File: src/rtl/glyph_scan_gen.sv
module glyph_scan_gen #(
  parameter int CODE_W = 6,
  parameter int ROW_W  = 3,
  parameter int DOT_W  = 5
) (
  input  logic              clk,
  input  logic              rst,
  input  logic [CODE_W-1:0] char_code,
  output logic [DOT_W-1:0]  dots,
  output logic [ROW_W-1:0]  row_idx,
  output logic              frame_start
);
  localparam int ADDR_W = CODE_W + ROW_W;

  logic [ROW_W-1:0]  rcnt;
  logic [CODE_W-1:0] code_hold;
  logic [CODE_W-1:0] addr_code;
  logic [ADDR_W-1:0] rom_addr;
  logic [DOT_W-1:0]  rom_word;
  logic              at_top;

  assign at_top    = (rcnt == '0);
  assign addr_code = at_top ? char_code : code_hold;
  assign rom_addr  = {addr_code, rcnt};

  function automatic logic [DOT_W-1:0] glyph_row(input logic [ADDR_W-1:0] a);
    logic [CODE_W-1:0] c;
    logic [ROW_W-1:0]  r;
    logic [4:0]        w;
    c = a[ADDR_W-1:ROW_W];
    r = a[ROW_W-1:0];
    case (c)
      CODE_W'(0): w = 5'b00000;
      CODE_W'(1): w = 5'b11111;
      CODE_W'(2): begin
        case (r)
          3'd0, 3'd3: w = 5'b11110;
          3'd6:       w = 5'b11111;
          3'd7:       w = 5'b00000;
          default:    w = 5'b10000;
        endcase
      end
      CODE_W'(3): w = (r == 3'd7) ? 5'b00000 : 5'b00100;
      default:    w = r[0] ? 5'b01010 : 5'b10101;
    endcase
    return DOT_W'(w);
  endfunction

  assign rom_word = glyph_row(rom_addr);

  always_ff @(posedge clk) begin
    if (rst) begin
      rcnt        <= '0;
      code_hold   <= '0;
      dots        <= '0;
      row_idx     <= '0;
      frame_start <= 1'b0;
    end else begin
      rcnt        <= rcnt + 1'b1;
      code_hold   <= addr_code;
      dots        <= rom_word;
      row_idx     <= rcnt;
      frame_start <= at_top;
    end
  end
endmodule

File: config.mk
export PLATFORM = sky130hd
export DESIGN_NAME = glyph_scan_gen
export DESIGN_NICKNAME = d
export VERILOG_FILES = /design/src/rtl/glyph_scan_gen.sv
export SDC_FILE = /design/constraint.sdc
export NUM_CORES = 1
export LEC_CHECK = 0
export ABC_AREA = 0
export BUFFER_PORTS_ARGS = -buffer_cell sky130_fd_sc_hd__buf_2
export CAP_MARGIN = 0
export CORE_MARGIN = 5
export CORE_UTILIZATION = 30
export DETAILED_ROUTE_END_ITERATION = 6
export SETUP_SLACK_MARGIN = 0.15
export SYNTH_ARGS = -nofsm -noshare
export SYNTH_HDL_FRONTEND = slang
export SYNTH_SLANG_ARGS = --single-unit
File: constraint.sdc
create_clock -name clk -period 2.1 [get_ports clk]
set_input_delay 0.105 -clock clk [delete_from_list [all_inputs] [get_ports clk]]
set_output_delay 0.105 -clock clk [all_outputs]
set_load 0.1 [all_outputs]
# Word level (Yosys, flattened, before mapping)
# Cells that the tools add are included.
# totals
mem_count	0
ram_bits	0
latchBits	0
romBits	0
reg_bits	18
# classes
eq_ne	6
add_sub_neg	1
n_shift	0
div_mod_pow	0
mux	5
mul	0
reduce_logical	3
bitwise_logic	0
magnitude_cmp	0
# ops
op	count
case mux 5 bit (4 select lines)	1
case mux 5 bit (3 select lines)	1
== test 6 x 2 -> 1 bit (second input constant)	2
== test 3 bit (second input constant)	2
== test 6 x 1 -> 1 bit (second input constant)	1
zero test 6 bit	1
two-way mux 6 bit	1
two-way mux 5 bit	1
adder 3 x 1 -> 3 bit (second input constant)	1
== test 3 x 2 -> 1 bit (second input constant)	1
zero test 3 bit	1
two-way mux 3 bit	1
OR reduction 2 bit	1

# Longest topological paths before layout
# Gate-level depths: netlist of run 1.
# logic_depth
word_depth	4
ltp_mapped	7
depth_no_buf	6

# Worst setup path after synthesis of run 1
# OpenSTA, ideal clock, no wires.
# synth_path
kind	register to register
from	reg rcnt[0]
to	reg dots[3]
path_buffers	1
stages_incl_launch_ff	8
setup_ns	0.115
synth_period_minus_slack_ns	1.498
arrival_ns	1.384
required_time_ns	1.985
slack_ns	0.602
path_cell_list	dfxtp_1 inv_1 ha_1 nor2b_2 buf_6 mux2i_2 a21oi_1 and2_1
# synth_between
elab_chain_len	4
elab_cells_between_ends	13
classes_between	eq/ne: 6; mux: 4; reduce/logical: 3
# synth_lines
item	line	source
start, declared	15	logic [ROW_W-1:0] rcnt;
start signal, assigned	59	rcnt <= rcnt + 1'b1;
== test 3 x 2 -> 1 bit or zero test 3 bit (tied branches)	36, 22	
OR reduction 2 bit or two-way mux 6 bit (tied branches)	36, 23	
case mux 5 bit (3 select lines), or another cell as far along	36	case (r)
case mux 5 bit (4 select lines) *	32	case (c)
end signal, assigned	61	dots <= rom_word;
end, declared	9	output logic [DOT_W-1:0] dots,
# Every way passes the cells marked *; elsewhere a longest branch is shown, timed or not.
# A chain may end at the register's enable or synchronous reset.

# Worst setup path after layout of run 1
# Same ends and word-level chain as after synthesis.

==> results by group, run 1 <==
Global routing
  • Grt total ovfl: 0
  • Antenna violations before repair: 0
  • Largest net degree at the start of global routing: 16
  • First-pass GRT wire length: 2.45 mm
  • Vias in the first global route: 611
  • GRT Overall Usage: 0.0909

Power and ir drop
  • Power Dens Cells: 926 nW/um^2
  • Leak: 0.394 nW
  • Worst IR drop on VDD: 0.433 mV
  • Total Power: 826 uW

STA
  • Max-slew headroom: 0.676
  • Tmin final: 1.75 ns
  • Fmax: 571 MHz
  • Unrepaired setup endpoints after global routing: no
  • Worst Tran Pin Value: 0.489 ns
  • Hold Slack: 0.0731 ns
  • Endpoints failing setup: 0
  • Sum Neg Setup Slack: 0 ns
  • Final hold viol count: 0
  • Setup ws final: 0.348 ns
  • Max Slew Vio Count: 0
  • Fin Clk Skew: 0.00175 ns
  • Tcrit/Tclk final: 0.834

Yosys
  • Mapped cell area: 782 sq um
  • Yosys cell types: 25
  • Number of synthesized flops with an enable pin: 0
  • Syn avg cell area: 9.90 sq um
  • Synthesized net count: 92
  • Synth area leader: dfxtp_1
  • Ys Warns: 0
  • Post-synth top area share: 0.435
  • Synth cell count leaders: 17 x dfxtp_1, 13 x nand2_1, 8 x a21oi_1, 8 x nor2_1, 5 x ha_1
  • Area contributors post-synth: dfxtp_1 44%, ha_1 8.0%, nand2_1 6.2%, nor4_4 5.4%, a21oi_1 5.1%
  • Most frequent cell after synthesis: dfxtp_1
  • Post-synth ARST share: 0
  • Share of the yosys chip area belonging to registers: 0.435
  • Ys flop type: dfxtp_1
  • Synth Register Bits: 17
  • Synthesized instance count: 79

Detailed routing
  • Routed Antenna Nets: 0
  • Routed via count: 574
  • WL/cell: 11.4 um
  • WL final: 1.42 mm
  • Via-per-instance ratio: 4.59
  • Initial detailed-routing violation count: 14
  • Post-route DRC: 0
  • Drt pass-1 iters: 4

Clocking
  • H-Tree Level Count: 1
  • PostCTS Resize Cnt: 0
  • Number of CTS-inserted buffers: 3
  • Root Driver: clkbuf_4
  • CTS sink cnt: 17
  • Post-CTS setup repair buffer count: 0
  • CTS tree: yes
  • Post-CTS Hold Buffers: 0
  • Clock transition at path regs: 0.09 ns
  • Worst-skew pair later-pin latency: 0.28 ns
  • Clock buffer depth: 2

Floorplanning
  • Die X: 61.1 um
  • Initial core utilization: 0.316
  • Core area: 2480 sq um
  • Row cnt: 18
  • I/O pin count: 17
  • Die Y: 61.1 um
  • DIE AREA: 3730 sq um

Worst setup path
  • Reg2reg path depth: 6
  • Startpoint types: flop
  • CP Data Arrival Time: 1.94 ns
  • Worst setup EP type: flop
  • CP required: 2.29 ns
  • Worst-path fanout max: 8
  • CP Class: reg2reg

Worst hold path
  • Hold Path Class: in2reg
  • Min-Delay Path Depth: 3

Cells and area
  • Nets: 109
  • Fin cells: 125
  • N_diodes: 0
  • Final Core Density: 0.360
  • Share of cells above drive strength 1: 0.305
  • Area Overhead vs Synth: 14.1%
  • Post-Layout Inst Area: 892 sq um

Place
  • PortBufs: 16
  • Post-Place Cells: 121
  • Placed cell area: 866 sq um
  • Half-perimeter wire length after placement: 1.10 mm
  • DP Worst Slack: 0.374 ns
  • Routability Congestion: 0.810

Run status
  • Status: complete, no violations

Flow run
  • Maxcap violations: 0
-- registers in the layout, summed over array words and instances, names as in the netlist --
register     count
frame_start      1
code_hold        6
dots             4
row_idx          3
rcnt             3
-- path summary, 6_finish.rpt --
kind                           startpoint                       to  slack [ns]
setup / recovery       rcnt[0]$_SDFF_PP0_       dots[3]$_SDFF_PP0_        0.35
hold / removal               char_code[1]  code_hold[1]$_SDFF_PP0_        0.07
setup reg to reg       rcnt[0]$_SDFF_PP0_       dots[3]$_SDFF_PP0_        0.35
hold reg to reg   code_hold[1]$_SDFF_PP0_  code_hold[1]$_SDFF_PP0_        0.48
-- kinds of logic (layout without fill, tap and decap cells) --
kind of cell | Yosys count | after routing | share of synthesized area
fa+ha+maj | 5 | 5 | 0.0800
buf+inv | 8 | 24 | 0.0624
flops | 17 | 17 | 0.435
compound gates | 15 | 15 | 0.144
simple gates | 32 | 32 | 0.248
mux | 2 | 2 | 0.0304
-- report_power, final --
group / total, mW / internal (mW) / switching, mW
Sequential: 0.374 / 0.354 / 0.0202
Clock: 0.170 / 0.0738 / 0.0958
Combinational: 0.283 / 0.0687 / 0.214
-- cells in the final DEF, fill, tap and decap left out, types with 2 or more instances in the layout --
| cell | instances |
|---|---|
| o21a_1 | 3 |
| nor4_4 | 2 |
| dfxtp_1 | 17 |
| nor2b_1 | 2 |
| a21oi_1 | 8 |
| inv_1 | 4 |
| buf_2 | 16 |
| nor2_1 | 8 |
| ha_1 | 5 |
| nand2_1 | 13 |
| clkbuf_4 | 3 |
-- per-layer routing --
layer	track usage	routed length (um)
met2	0.160	653
met4	0.0279	8
met5	0	0
met3	0.0419	101
met1	0.0963	655
-- worst max-delay path, stage by stage, from the launching register on --
cell and delay [ns]:
dfxtp_1 0.36, inv_1 0.13, ha_1 0.20, nor2b_2 0.37
mux2i_2 0.34, a21oi_1 0.10, and2_1 0.16
-- cell type report --
cell class | count | area [sq um]
clock buffer | 4 | 26.3
inverter | 4 | 15.0
sequential | 17 | 340
multi-input combinational | 54 | 393
tap | 30 | 37.5
fill | 267 | 1590
timing repair buffer | 16 | 80.1
Power figures use the tool's default switching activity.
==> run 2, diff against run 1 <==
clock period = 1.8 ns   (was 2.1 ns; I/O delays follow)
==> run 2 against run 1 <==
  * Critical endpoint unchanged
  * Register-to-register slack worse by 0.11 ns
  * Largest power group unchanged
  * Non-clock buffer count grew 3
  * Via count grew 0.17%
  * Critical path type unchanged
  * Utilization up 1.8 points
  * Largest cell class unchanged
==> results by group, run 2 (synthesis results as in run 1) <==
Run status
  • Status: complete, no violations

STA
  • Sum Neg Setup Slack: 0 ns (unchanged)
  • Tcrit/Tclk final: 0.868 (+0.0340)
  • Endpoints failing setup: 0 (unchanged)
  • Tmin final: 1.56 ns (-0.189 ns)
  • Unrepaired setup endpoints after global routing: no
  • Final hold viol count: 0 (unchanged)
  • Max Slew Vio Count: 0 (unchanged)
  • Max-slew headroom: 0.677 (about the same)
  • Setup ws final: 0.237 ns (-0.111 ns)
  • Worst Tran Pin Value: 0.489 ns (-0.000154 ns)
  • Fmax: 640 MHz (+12%)
  • Fin Clk Skew: 0.0112 ns (+0.00946 ns)

Floorplanning
  • I/O pin count: 17 (unchanged)
  • Die Y: 61.1 um (unchanged)
  • Initial core utilization: 0.316 (unchanged)
  • Core area: 2480 sq um (unchanged)
  • Die X: 61.1 um (unchanged)
  • DIE AREA: 3730 sq um (unchanged)
  • Row cnt: 18 (unchanged)

Global routing
  • Vias in the first global route: 590 (-3.4%)
  • Antenna violations before repair: 0 (unchanged)
  • First-pass GRT wire length: 2.54 mm (+3.7%)
  • Grt total ovfl: 0 (unchanged)
  • Largest net degree at the start of global routing: 16 (unchanged)
  • GRT Overall Usage: 0.0939 (+0.00307)

Detailed routing
  • Routed Antenna Nets: 0 (unchanged)
  • Met1 WL: 599 um (-8.5%)
  • Post-route DRC: 0 (unchanged)
  • WL final: 1.47 mm (+3.6%)
  • Routed via count: 575 (+0.17%)
  • Drt pass-1 iters: 4 (unchanged)
  • Initial detailed-routing violation count: 4 (-10)
  • Via-per-instance ratio: 4.49 (-2.2%)
  • DR top layer: met3
  • Met3 routed WL: 123 um (+22%)
  • Routed wl met2: 747 um (+14%)
  • WL/cell: 11.5 um (+1.2%)

Worst hold path
  • Min-Delay Path Depth: 3 (unchanged)
  • Worst hold path startpoint: char_code[1]
  • Worst Hold End: code_hold[1]$_SDFF_PP0_
  • Hold Path Class: in2reg

Clocking
  • H-Tree Level Count: 1 (unchanged)
  • Clock buffer depth: 2 (unchanged)
  • CTS sink cnt: 17 (unchanged)
  • Clock transition at path regs: 0.10 ns (about the same)
  • CTS tree: yes
  • Number of CTS-inserted buffers: 3 (unchanged)
  • Worst-skew pair later-pin latency: 0.29 ns (about the same)
  • Root Driver: clkbuf_4

Cells and area
  • Commonest non-fill, non-tap cells in the layout: 16 x dfxtp_1, 16 x buf_2, 13 x nand2_1, 8 x a21oi_1, 8 x nor2_1
  • Share of cells above drive strength 1: 0.367 (+0.0621)
  • Nets: 112 (+2.8%)
  • N_diodes: 0 (unchanged)
  • Multi-input gate area: 412 sq um (+4.8%)
  • Fin cells: 128 (+2.4%)
  • Number of flip-flops in the largest register: 6 (unchanged)
  • Area Overhead vs Synth: 19.7%
  • Largest regs: code_hold x6, dots x4
  • Top reg by flops: code_hold
  • Fillers: 260 (-2.6%)
  • FF/Latch Area: 342 sq um (+0.37%)

Place
  • DP Worst Slack: 0.180 ns (-0.194 ns)
  • Post-Place Cells: 123 (+1.7%)
  • Half-perimeter wire length after placement: 1.22 mm (+10%)
  • PortBufs: 16 (unchanged)
  • Routability Congestion: 0.837 (+3.4%)

Power and ir drop
  • Total Power: 991 uW (+20%)
  • Leak: 0.415 nW (+5.4%)
  • Worst IR drop on VDD: 0.634 mV (+46%)
  • P_int: 596 uW (+20%)
  • Comb pwr share: 0.362 (+0.020)
  • Sw Share: 0.398 (-0.00127)
  • Share of power burned in registers: 0.441 (-0.011)
  • Power Dens Cells: 1060 nW/um^2 (+14%)
  • Psw: 395 uW (+19%)
  • Clk pwr share: 0.197 (-0.008)

Worst setup path
  • Reg-to-Reg Start: rcnt[0]$_SDFF_PP0_
  • Worst-path fanout max: 4 (-4)
  • Register-to-register setup slack: 0.24 ns (-0.11 ns)
  • CP required: 1.98 ns (-0.31 ns)
  • Worst setup EP type: flop
  • Startpoint types: flop
  • CP Class: reg2reg
  • Reg2reg path depth: 6 (unchanged)
  • RR Endpoint: dots[3]$_SDFF_PP0_
  • CP Launch Point: rcnt[0]$_SDFF_PP0_
  • CP Data Arrival Time: 1.74 ns (-0.20 ns)

Flow run
  • Maxcap violations: 0 (unchanged)
run 2: worst max-delay path, stage by stage (launching register included):
cell and delay, ns:
dfxtp_2 0.35, inv_1 0.12, ha_2 0.22, nor2b_4 0.23, mux2i_4 0.29, a21oi_1 0.09, and2_1 0.16
run 2: cell type report:
| class | count | share of cell area |
|---|---|---|
| clock buffers | 3 | 0.0241 |
| clock inverters | 1 | 0.00535 |
| inverters | 4 | 0.0160 |
| multi-input cells | 54 | 0.440 |
| flip-flops and latches | 17 | 0.365 |
| well taps | 30 | 0.0401 |
| repair buffers | 19 | 0.110 |
run 2: timing repair:
item	4_1_cts	5_1_grt
gates resized for setup	1	4
hold buffers	0	0
buffers inserted	0	1
endpoints found under the setup margin	1	4
run 2: per-layer routing:
metal	vias to the layer above	track usage
met4	0	0.0186
li1	299	-
met2	14	0.169
met1	262	0.0977
met3	0	0.0482
met5	-	0
run 2: power groups by stage:
stage	clock network, mW	registers (mW)	logic, mW
floorplan	0	0.581	0.156
global placement	0	0.444	0.342
detailed placement	0	0.446	0.344
CTS	0.207	0.438	0.347
global route	0.227	0.443	0.384
finish	0.195	0.437	0.358
run 2: metrics by stage:
step | hold slack (ns) | util | instance area (sq um)
2_1_floorplan | 0.159 | - | 782
6_report | 0.0560 | 0.378 | 936
4_1_cts | 0.0481 | 0.369 | 913
3_5_place_dp | 0.373 | 0.356 | 881
3_3_place_gp | 0.371 | 0.356 | 881
5_1_grt | 0.0689 | 0.378 | 936
run 2: worst max path at each step:
stage	to	slack, ns	cells past startpoint
finish	dots[3]$_SDFF_PP0_	0.24	6
global route	dots[3]$_SDFF_PP0_	0.15	6
CTS	dots[2]$_SDFF_PP0_	0.19	6
detailed placement	dots[3]$_SDFF_PP0_	0.18	6
global placement	dots[2]$_SDFF_PP0_	0.26	6
floorplan	dots[3]$_SDFF_PP0_	0.30	7
